--- src/rtl/csa_mult_pkg.sv ---
// Package: shared types for the carry-save array multiplier.
// Assumes: nothing beyond IEEE 1800-2017 packed structs.
package csa_mult_pkg;

    // Result of one adder cell: a sum bit of the cell's own weight and a
    // carry bit of the next higher weight.
    typedef struct packed {
        logic carry;
        logic sum;
    } cs_bit_t;

endpackage

--- src/rtl/csa_cell.sv ---
// Module: csa_cell
// One adder cell of the array or of the merging adder. FULL=1 builds a
// full adder over a, b and cin; FULL=0 builds a half adder over a and b.
// Assumes: in the half-adder variant the caller ties cin to a constant.
module csa_cell
    import csa_mult_pkg::*;
#(
    parameter bit FULL = 1'b1
) (
    input  logic    a,
    input  logic    b,
    input  logic    cin,
    output cs_bit_t res
);

    generate
        if (FULL) begin : g_full
            // Three-input add: sum is the parity, carry is the majority.
            always_comb begin
                res.sum   = a ^ b ^ cin;
                res.carry = (a & b) | (cin & (a ^ b));
            end
        end else begin : g_half
            logic unused_cin;
            assign unused_cin = cin;
            // Two-input add: no third operand exists in the first row.
            always_comb begin
                res.sum   = a ^ b;
                res.carry = a & b;
            end
        end
    endgenerate

endmodule

--- src/rtl/csa_pp_gen.sv ---
// Module: csa_pp_gen
// Forms every partial-product bit as the AND of one multiplicand bit and
// one multiplier bit. Row j holds x AND y[j], weight j+i for column i.
// Assumes: operands are unsigned.
module csa_pp_gen #(
    parameter int X_W = 4,
    parameter int Y_W = 4
) (
    input  logic [X_W-1:0]            x_op,
    input  logic [Y_W-1:0]            y_op,
    output logic [Y_W-1:0][X_W-1:0]   pp
);

    generate
        for (genvar j = 0; j < Y_W; j++) begin : g_row
            for (genvar i = 0; i < X_W; i++) begin : g_col
                // Single AND gate for partial-product bit (i, j).
                assign pp[j][i] = x_op[i] & y_op[j];
            end
        end
    endgenerate

endmodule

--- src/rtl/csa_array.sv ---
// Module: csa_array
// Carry-save reduction of the partial-product rows. Row 0 is taken as is;
// each later row j adds its partial products to the previous sum vector
// (shifted down by one column) and to the previous carry vector, without
// any sideways carry. Row 1 uses half adders, rows 2 and up full adders.
// Column 0 of each row leaves as one low product bit.
// Assumes: X_W >= 2 and Y_W >= 2.
module csa_array
    import csa_mult_pkg::*;
#(
    parameter int X_W = 4,
    parameter int Y_W = 4
) (
    input  logic [Y_W-1:0][X_W-1:0] pp,
    output logic [Y_W-1:0]          low_bits,
    output logic [X_W-2:0]          sum_rem,
    output logic [X_W-1:0]          car_rem
);

    localparam int LAST = Y_W - 1;

    logic [Y_W-1:0][X_W-1:0] sum_v;
    logic [Y_W-1:0][X_W-1:0] car_v;

    // Row 0 is the first partial-product row; no carries exist yet.
    assign sum_v[0] = pp[0];
    assign car_v[0] = '0;

    generate
        for (genvar j = 1; j < Y_W; j++) begin : g_row
            for (genvar i = 0; i < X_W; i++) begin : g_col
                logic    b_in;
                cs_bit_t cell_out;

                if (i < X_W - 1) begin : g_inner
                    // Previous row's sum one column up has weight j+i here.
                    assign b_in = sum_v[j-1][i+1];
                end else begin : g_edge
                    // Nothing sits above the top column of the array.
                    assign b_in = 1'b0;
                end

                csa_cell #(.FULL(j > 1)) u_cell (
                    .a   (pp[j][i]),
                    .b   (b_in),
                    .cin (car_v[j-1][i]),
                    .res (cell_out)
                );

                assign sum_v[j][i] = cell_out.sum;
                assign car_v[j][i] = cell_out.carry;
            end
        end

        for (genvar j = 0; j < Y_W; j++) begin : g_low
            // Column 0 of row j is final: it becomes product bit j.
            assign low_bits[j] = sum_v[j][0];
        end
    endgenerate

    // What is left after the last row goes to the merging adder.
    assign sum_rem = sum_v[LAST][X_W-1:1];
    assign car_rem = car_v[LAST];

endmodule

--- src/rtl/csa_merge.sv ---
// Module: csa_merge
// Vector-merging ripple adder. It joins the remaining sum vector (one bit
// shorter) with the carry vector, using a carry input of 0.
// Assumes: X_W >= 2. carry_out is zero for any real product.
module csa_merge
    import csa_mult_pkg::*;
#(
    parameter int X_W = 4
) (
    input  logic [X_W-2:0] sum_rem,
    input  logic [X_W-1:0] car_rem,
    output logic [X_W-1:0] hi_bits,
    output logic           carry_out
);

    logic [X_W:0] chain;

    // The ripple starts with no carry.
    assign chain[0] = 1'b0;

    generate
        for (genvar i = 0; i < X_W; i++) begin : g_bit
            logic    a_in;
            cs_bit_t cell_out;

            if (i < X_W - 1) begin : g_sum
                // Sum bit of the same weight from the array.
                assign a_in = sum_rem[i];
            end else begin : g_pad
                // The sum vector has no bit at the top weight.
                assign a_in = 1'b0;
            end

            csa_cell #(.FULL(1'b1)) u_cell (
                .a   (a_in),
                .b   (car_rem[i]),
                .cin (chain[i]),
                .res (cell_out)
            );

            assign hi_bits[i]  = cell_out.sum;
            assign chain[i+1]  = cell_out.carry;
        end
    endgenerate

    assign carry_out = chain[X_W];

endmodule

--- src/rtl/csa_mult.sv ---
// Module: csa_mult (top)
// Unsigned X_W x Y_W carry-save array multiplier with a registered product.
// Both operands are fanned out to the whole array. The low Y_W product bits
// come from the array rows and the high X_W bits from the merging adder.
// Assumes: X_W >= 2, Y_W >= 2. Reset is synchronous and active low.
module csa_mult #(
    parameter int X_W = 4,
    parameter int Y_W = 4
) (
    input  logic               clk,
    input  logic               rst_n,
    input  logic [X_W-1:0]     x_in,
    input  logic [Y_W-1:0]     y_in,
    output logic [X_W+Y_W-1:0] z_out
);

    localparam int P_W = X_W + Y_W;

    logic [Y_W-1:0][X_W-1:0] pp;
    logic [Y_W-1:0]          low_bits;
    logic [X_W-2:0]          sum_rem;
    logic [X_W-1:0]          car_rem;
    logic [X_W-1:0]          hi_bits;
    logic                    merge_ovf;
    logic [P_W-1:0]          prod_c;

    csa_pp_gen #(.X_W(X_W), .Y_W(Y_W)) u_pp (
        .x_op (x_in),
        .y_op (y_in),
        .pp   (pp)
    );

    csa_array #(.X_W(X_W), .Y_W(Y_W)) u_array (
        .pp       (pp),
        .low_bits (low_bits),
        .sum_rem  (sum_rem),
        .car_rem  (car_rem)
    );

    csa_merge #(.X_W(X_W)) u_merge (
        .sum_rem   (sum_rem),
        .car_rem   (car_rem),
        .hi_bits   (hi_bits),
        .carry_out (merge_ovf)
    );

    // Product word: merged high bits above the row-by-row low bits.
    assign prod_c = {hi_bits, low_bits};

    // Capture the product; a low rst_n clears it at the edge.
    always_ff @(posedge clk) begin
        if (!rst_n) begin
            z_out <= '0;
        end else begin
            z_out <= prod_c;
        end
    end

endmodule

--- config.mk ---
export PLATFORM = sky130hd
export DESIGN_NAME = csa_mult
export DESIGN_NICKNAME = d
export VERILOG_FILES = /design/src/rtl/csa_mult_pkg.sv /design/src/rtl/csa_cell.sv /design/src/rtl/csa_pp_gen.sv /design/src/rtl/csa_array.sv /design/src/rtl/csa_merge.sv /design/src/rtl/csa_mult.sv
export SDC_FILE = /design/constraint.sdc
export NUM_CORES = 1
export LEC_CHECK = 0
export BUFFER_PORTS_ARGS = -buffer_cell sky130_fd_sc_hd__buf_4
export CORE_AREA = 2 2 39 41
export DETAILED_ROUTE_END_ITERATION = 8
export DIE_AREA = 0 0 41 43
export PLACE_DENSITY = 0.66
export SLEW_MARGIN = 40
export SYNTH_ARGS = -nofsm -noshare
export SYNTH_HDL_FRONTEND = slang
export SYNTH_SLANG_ARGS = --single-unit
--- constraint.sdc ---
create_clock -name clk -period 7.1 [get_ports clk]
set_input_delay 0.355 -clock clk [delete_from_list [all_inputs] [get_ports clk]]
set_output_delay 0.355 -clock clk [all_outputs]
set_load 0.005 [all_outputs]
Word level (Yosys, flattened, before mapping)
Index checks and enable logic that the tools add are counted.
Widths: inputs -> output; s select.
{"block": "totals", "regBits": 8, "input_bits": 10, "elab_cells": 65}
{"block": "op_classes", "bitwise_logic": 64}
{"cell": "$and 1x1->1", "n": 36}
{"cell": "$xor 1x1->1", "n": 20}
{"cell": "$or 1x1->1", "n": 8}

Logic depth before layout (Yosys ltp)
{"block": "logic_depth", "word_depth": 12, "depth_mapped": 10}

Modules after synthesis
A second synthesis with hierarchy kept.
{"block": "unflattened", "hier_cells": 51, "area_unflattened_um2": 615.6}
{"mod": "csa_cell at u_array.g_row[2].g_col[0].u_cell ...", "instances": 12, "cells_each": 1, "area_each_um2": 20.0}
{"mod": "csa_mult", "instances": 1, "cells_each": 16, "area_each_um2": 210.2}
{"mod": "csa_pp_gen", "instances": 1, "cells_each": 16, "area_each_um2": 100.1}
{"mod": "csa_cell at u_array.g_row[1].g_col[0].u_cell ...", "instances": 4, "cells_each": 1, "area_each_um2": 12.5}
{"mod": "csa_array", "instances": 1, "cells_each": 2, "area_each_um2": 11.3}
{"mod": "csa_merge", "instances": 1, "cells_each": 1, "area_each_um2": 3.8}

Worst setup path before layout
OpenSTA, ideal clock, no wires.
{"block": "synth_timing", "path_type": "input-to-reg", "start": "input port y_in[1]", "end": "register z_out[6]", "setup_ns": 0.116, "arrival_time_ns": 2.855, "required_ns": 6.984, "setup_slack_ns": 4.129, "stages": 10, "path_cell_list": "and2_1 ha_1 inv_1 fa_1 inv_1 fa_1 ha_1 fa_1 fa_1 and2_2"}
{"block": "synth_via", "elab_chain_cells": 11}
{"item": "start, declared", "line_no": "csa_mult.sv:13", "rtl": "input logic [Y_W-1:0] y_in,"}
{"item": "$and 1x1->1", "line_no": "csa_pp_gen.sv:18", "rtl": "assign pp[j][i] = x_op[i] & y_op[j];"}
{"item": "$xor 1x1->1", "line_no": "csa_cell.sv:28", "rtl": "res.sum = a ^ b;"}
{"item": "$xor 1x1->1 (on tied branches)", "line_no": "csa_cell.sv:21, csa_cell.sv:20"}
{"item": "$and 1x1->1 / $xor 1x1->1 (equally long branches)", "line_no": "csa_cell.sv:21, csa_cell.sv:20"}
{"item": "$or 1x1->1 / $xor 1x1->1 (equally long branches)", "line_no": "csa_cell.sv:21", "rtl": "res.carry = (a & b) | (cin & (a ^ b));"}
{"item": "$and 1x1->1", "line_no": "csa_cell.sv:21"}
{"item": "$or 1x1->1", "line_no": "csa_cell.sv:21"}
{"item": "$and 1x1->1 / $xor 1x1->1 (equally long branches)", "line_no": "csa_cell.sv:21"}
{"item": "$and 1x1->1", "line_no": "csa_cell.sv:21"}
{"item": "$or 1x1->1", "line_no": "csa_cell.sv:21"}
{"item": "$xor 1x1->1 (*)", "line_no": "csa_cell.sv:20", "rtl": "res.sum = a ^ b ^ cin;"}
{"item": "via hi_bits[2]", "line_no": "csa_mult.sv:23", "rtl": "logic [X_W-1:0] hi_bits;"}
{"item": "end signal, assigned", "line_no": "csa_mult.sv:55", "rtl": "z_out <= prod_c;"}
{"item": "end, declared", "line_no": "csa_mult.sv:14", "rtl": "output logic [X_W+Y_W-1:0] z_out"}
Mark *: on every way through the listed nets, which the timed path passes. The rest lies on a longest branch.
A chain may end at the register's enable or synchronous reset.

Worst setup path in the final report
Same ends and word-level chain as after synthesis.

==> results.tsv <==
stage	metric	value	unit
critical_path	path_class	in -> reg	
critical_path	worstPathRequired	7.24	ns
global_route	grt_first_pass_wirelength	1.51	mm
clocking	numCtsBuffers	3	
critical_path	cpMaxStageDelayCell	fa_1	
placed_design	portBuffers	17	
global_route	gr-total-overflow	0	
route	vias	378	
synthesis	syn_area_per_cell	10.5	um^2
timing	tightest_slew	0.0917	ns
route	postRouteAntennaNets	0	
timing	fin_ws	4.19	ns
pwr	ir_drop	41.7	uV
critical_path	cp-start-kind	primary input	
clocking	cts_root_buf	clkbuf_4	
critical_path	max_stage_delay	0.50	ns
final_layout	reg_top3	z_out (8)	
route	drt-total-wl	820	um
critical_path	cp_cell_sequence	buf_4, and2_1, ha_1, inv_1, fa_1, inv_1, fa_1, ha_1, fa_1, fa_1, and2_2	
synthesis	ys_seq_elements	8	
critical_path	crit_path_end_kind	flop	
synthesis	syn_nets	73	
timing	fin_crit	2.91	ns
synthesis	ys_warn_count	0	
final_layout	largest_reg_flops	8	
global_route	grt_start_max_net_pins	9	
timing	relSlewSlack	93.9	%
final_layout	antenna_cells	0	
timing	setup_viol	0	
floorplanning	initial_core_util	38.9	%
clocking	clk_pin_slew	0.05	ns
floorplanning	pin_count	18	
final_layout	nFillCells	148	
timing	fmax	0.344	GHz
synthesis	synthCells	51	
hold_path	hp-start	x_in[0]	
timing	rsz0062_at_grt	no	
floorplanning	core.rowCount	14	
placed_design	dpl_worst_slack	3.89	ns
final_layout	drive_above_1_share	38.0	%
global_route	grt_pass1_vias	376	
route	drc	0	
global_route	antenna_found_initial	0	
clocking	post_cts_resized	0	
route	drt_first_pass_iters	3	
synthesis	syn_area	538	um^2
hold_path	hold_class	in -> reg	
route	wl_per_cell	9.43	um
clocking	htreeDepth	1	
timing	drv_slew	0	
placed_design	gp_congestion	0.669	
route	first_iter_violations	2	
pwr	leakagePower	0.368	nW
clocking	postCtsHoldBufs	0	
critical_path	critPathMaxFanout	4	
timing	setup_tns	0	ns
floorplanning	core	0.00138	mm^2
floorplanning	dieHeight	43	um
clocking	clock-sinks	8	
hold_path	hold_depth	2	
clocking	cts_tree	yes	
timing	period_share	40.9	%
synthesis	synth_cell_types	8	
pwr	power_density	169	mW/mm^2
floorplanning	dieArea	0.00176	mm^2
critical_path	cpLargestDelayFamily	adder cells	
final_layout	top_register	z_out	
timing	hold_viol	0	
job	drv_cap	0	
critical_path	cp_num_buf_inv	3	
synthesis	seq_area_frac_synth	29.8	%
final_layout	area_growth	31.6	%
global_route	grt.total_usage	13.1	%
final_layout	finalNetCount	95	
clocking	cts.path.max_buffers	2	
hold_path	min_to	z_out[0]	
critical_path	worst_ep_arrival_time	3.05	ns
pwr	fin_total_pwr	0.000120	W
route	avgViaCountPerCell	4.34	
critical_path	timing.critical_path.mode_cell	fa_1	
outcome	status	finished, final reports clean	
floorplanning	die_w	41	um
clocking	postCtsSetupRepairBufs	0	
placed_design	post-dp-hpwl	726	um
## how the worst max path moves through the flow
stage             from  cells after the start        to
2_1_floorplan  y_in[1]                     10  z_out[6]
3_3_place_gp   y_in[1]                     11  z_out[6]
3_5_place_dp   y_in[1]                     11  z_out[6]
4_1_cts        y_in[1]                     11  z_out[6]
5_1_grt        y_in[1]                     11  z_out[6]
6_report       y_in[1]                     11  z_out[6]
## power breakdown
part | total [W] | internal (W) | switching, W
clock network | 0.0000332 | 0.0000192 | 0.0000139
logic | 0.0000351 | 0.0000204 | 0.0000148
registers | 0.0000517 | 0.0000504 | 0.00000121
total | 0.000120 | 0.0000901 | 0.0000299
## metal layers
metal	global-route usage, %	wire length [um]	up-vias
met5	0	0	-
met4	10.0	30	0
met3	3.14	77	3
met2	19.1	370	20
met1	15.8	342	165
li1	-	-	190
## cell usage in the layout (no fill, tap or decap), drive strengths merged
cell type,instances
and2,16
ha,4
clkbuf,3
fa,8
buf,17
nand2,6
dfxtp,8
inv,8
and3,1
## cells by family after synthesis
group,after synthesis,synth area share (%)
simple gates,23,25.6
buf+inv,8,5.58
fa+ha+maj,12,39.1
flops,8,29.8
## through the flow
stage / utilization [%] / hold WS (ns) / std cells / cell area [um^2]
after detailed placement: 49.5 / 0.616 / 84 / 686
after global placement: 49.5 / 0.620 / 84 / 686
after global routing: 51.2 / 0.349 / 87 / 708
after CTS: 51.2 / 0.352 / 87 / 708
final: 51.2 / 0.359 / 87 / 708
after floorplan: - / 0.491 / 51 / 538
## synthesized netlist by cell type, drive strengths merged
cell / instances / area, um^2
and3: 1 / 6.26
inv: 8 / 30.0
dfxtp: 8 / 160
nand2: 6 / 22.5
fa: 8 / 160
ha: 4 / 50.1
and2: 16 / 109
## layout make-up
| class | count | area [um^2] | share of cell area [%] |
|---|---|---|---|
| Sequential cell | 8 | 160 | 22.6 |
| Inverter | 8 | 30.0 | 4.24 |
| Clock buffer | 3 | 22.5 | 3.18 |
| Tap cell | 16 | 20.0 | 2.83 |
| Multi-Input combinational cell | 35 | 348 | 49.1 |
| Timing Repair Buffer | 17 | 128 | 18.0 |
Note: power is estimated with default switching activity, not from simulation.
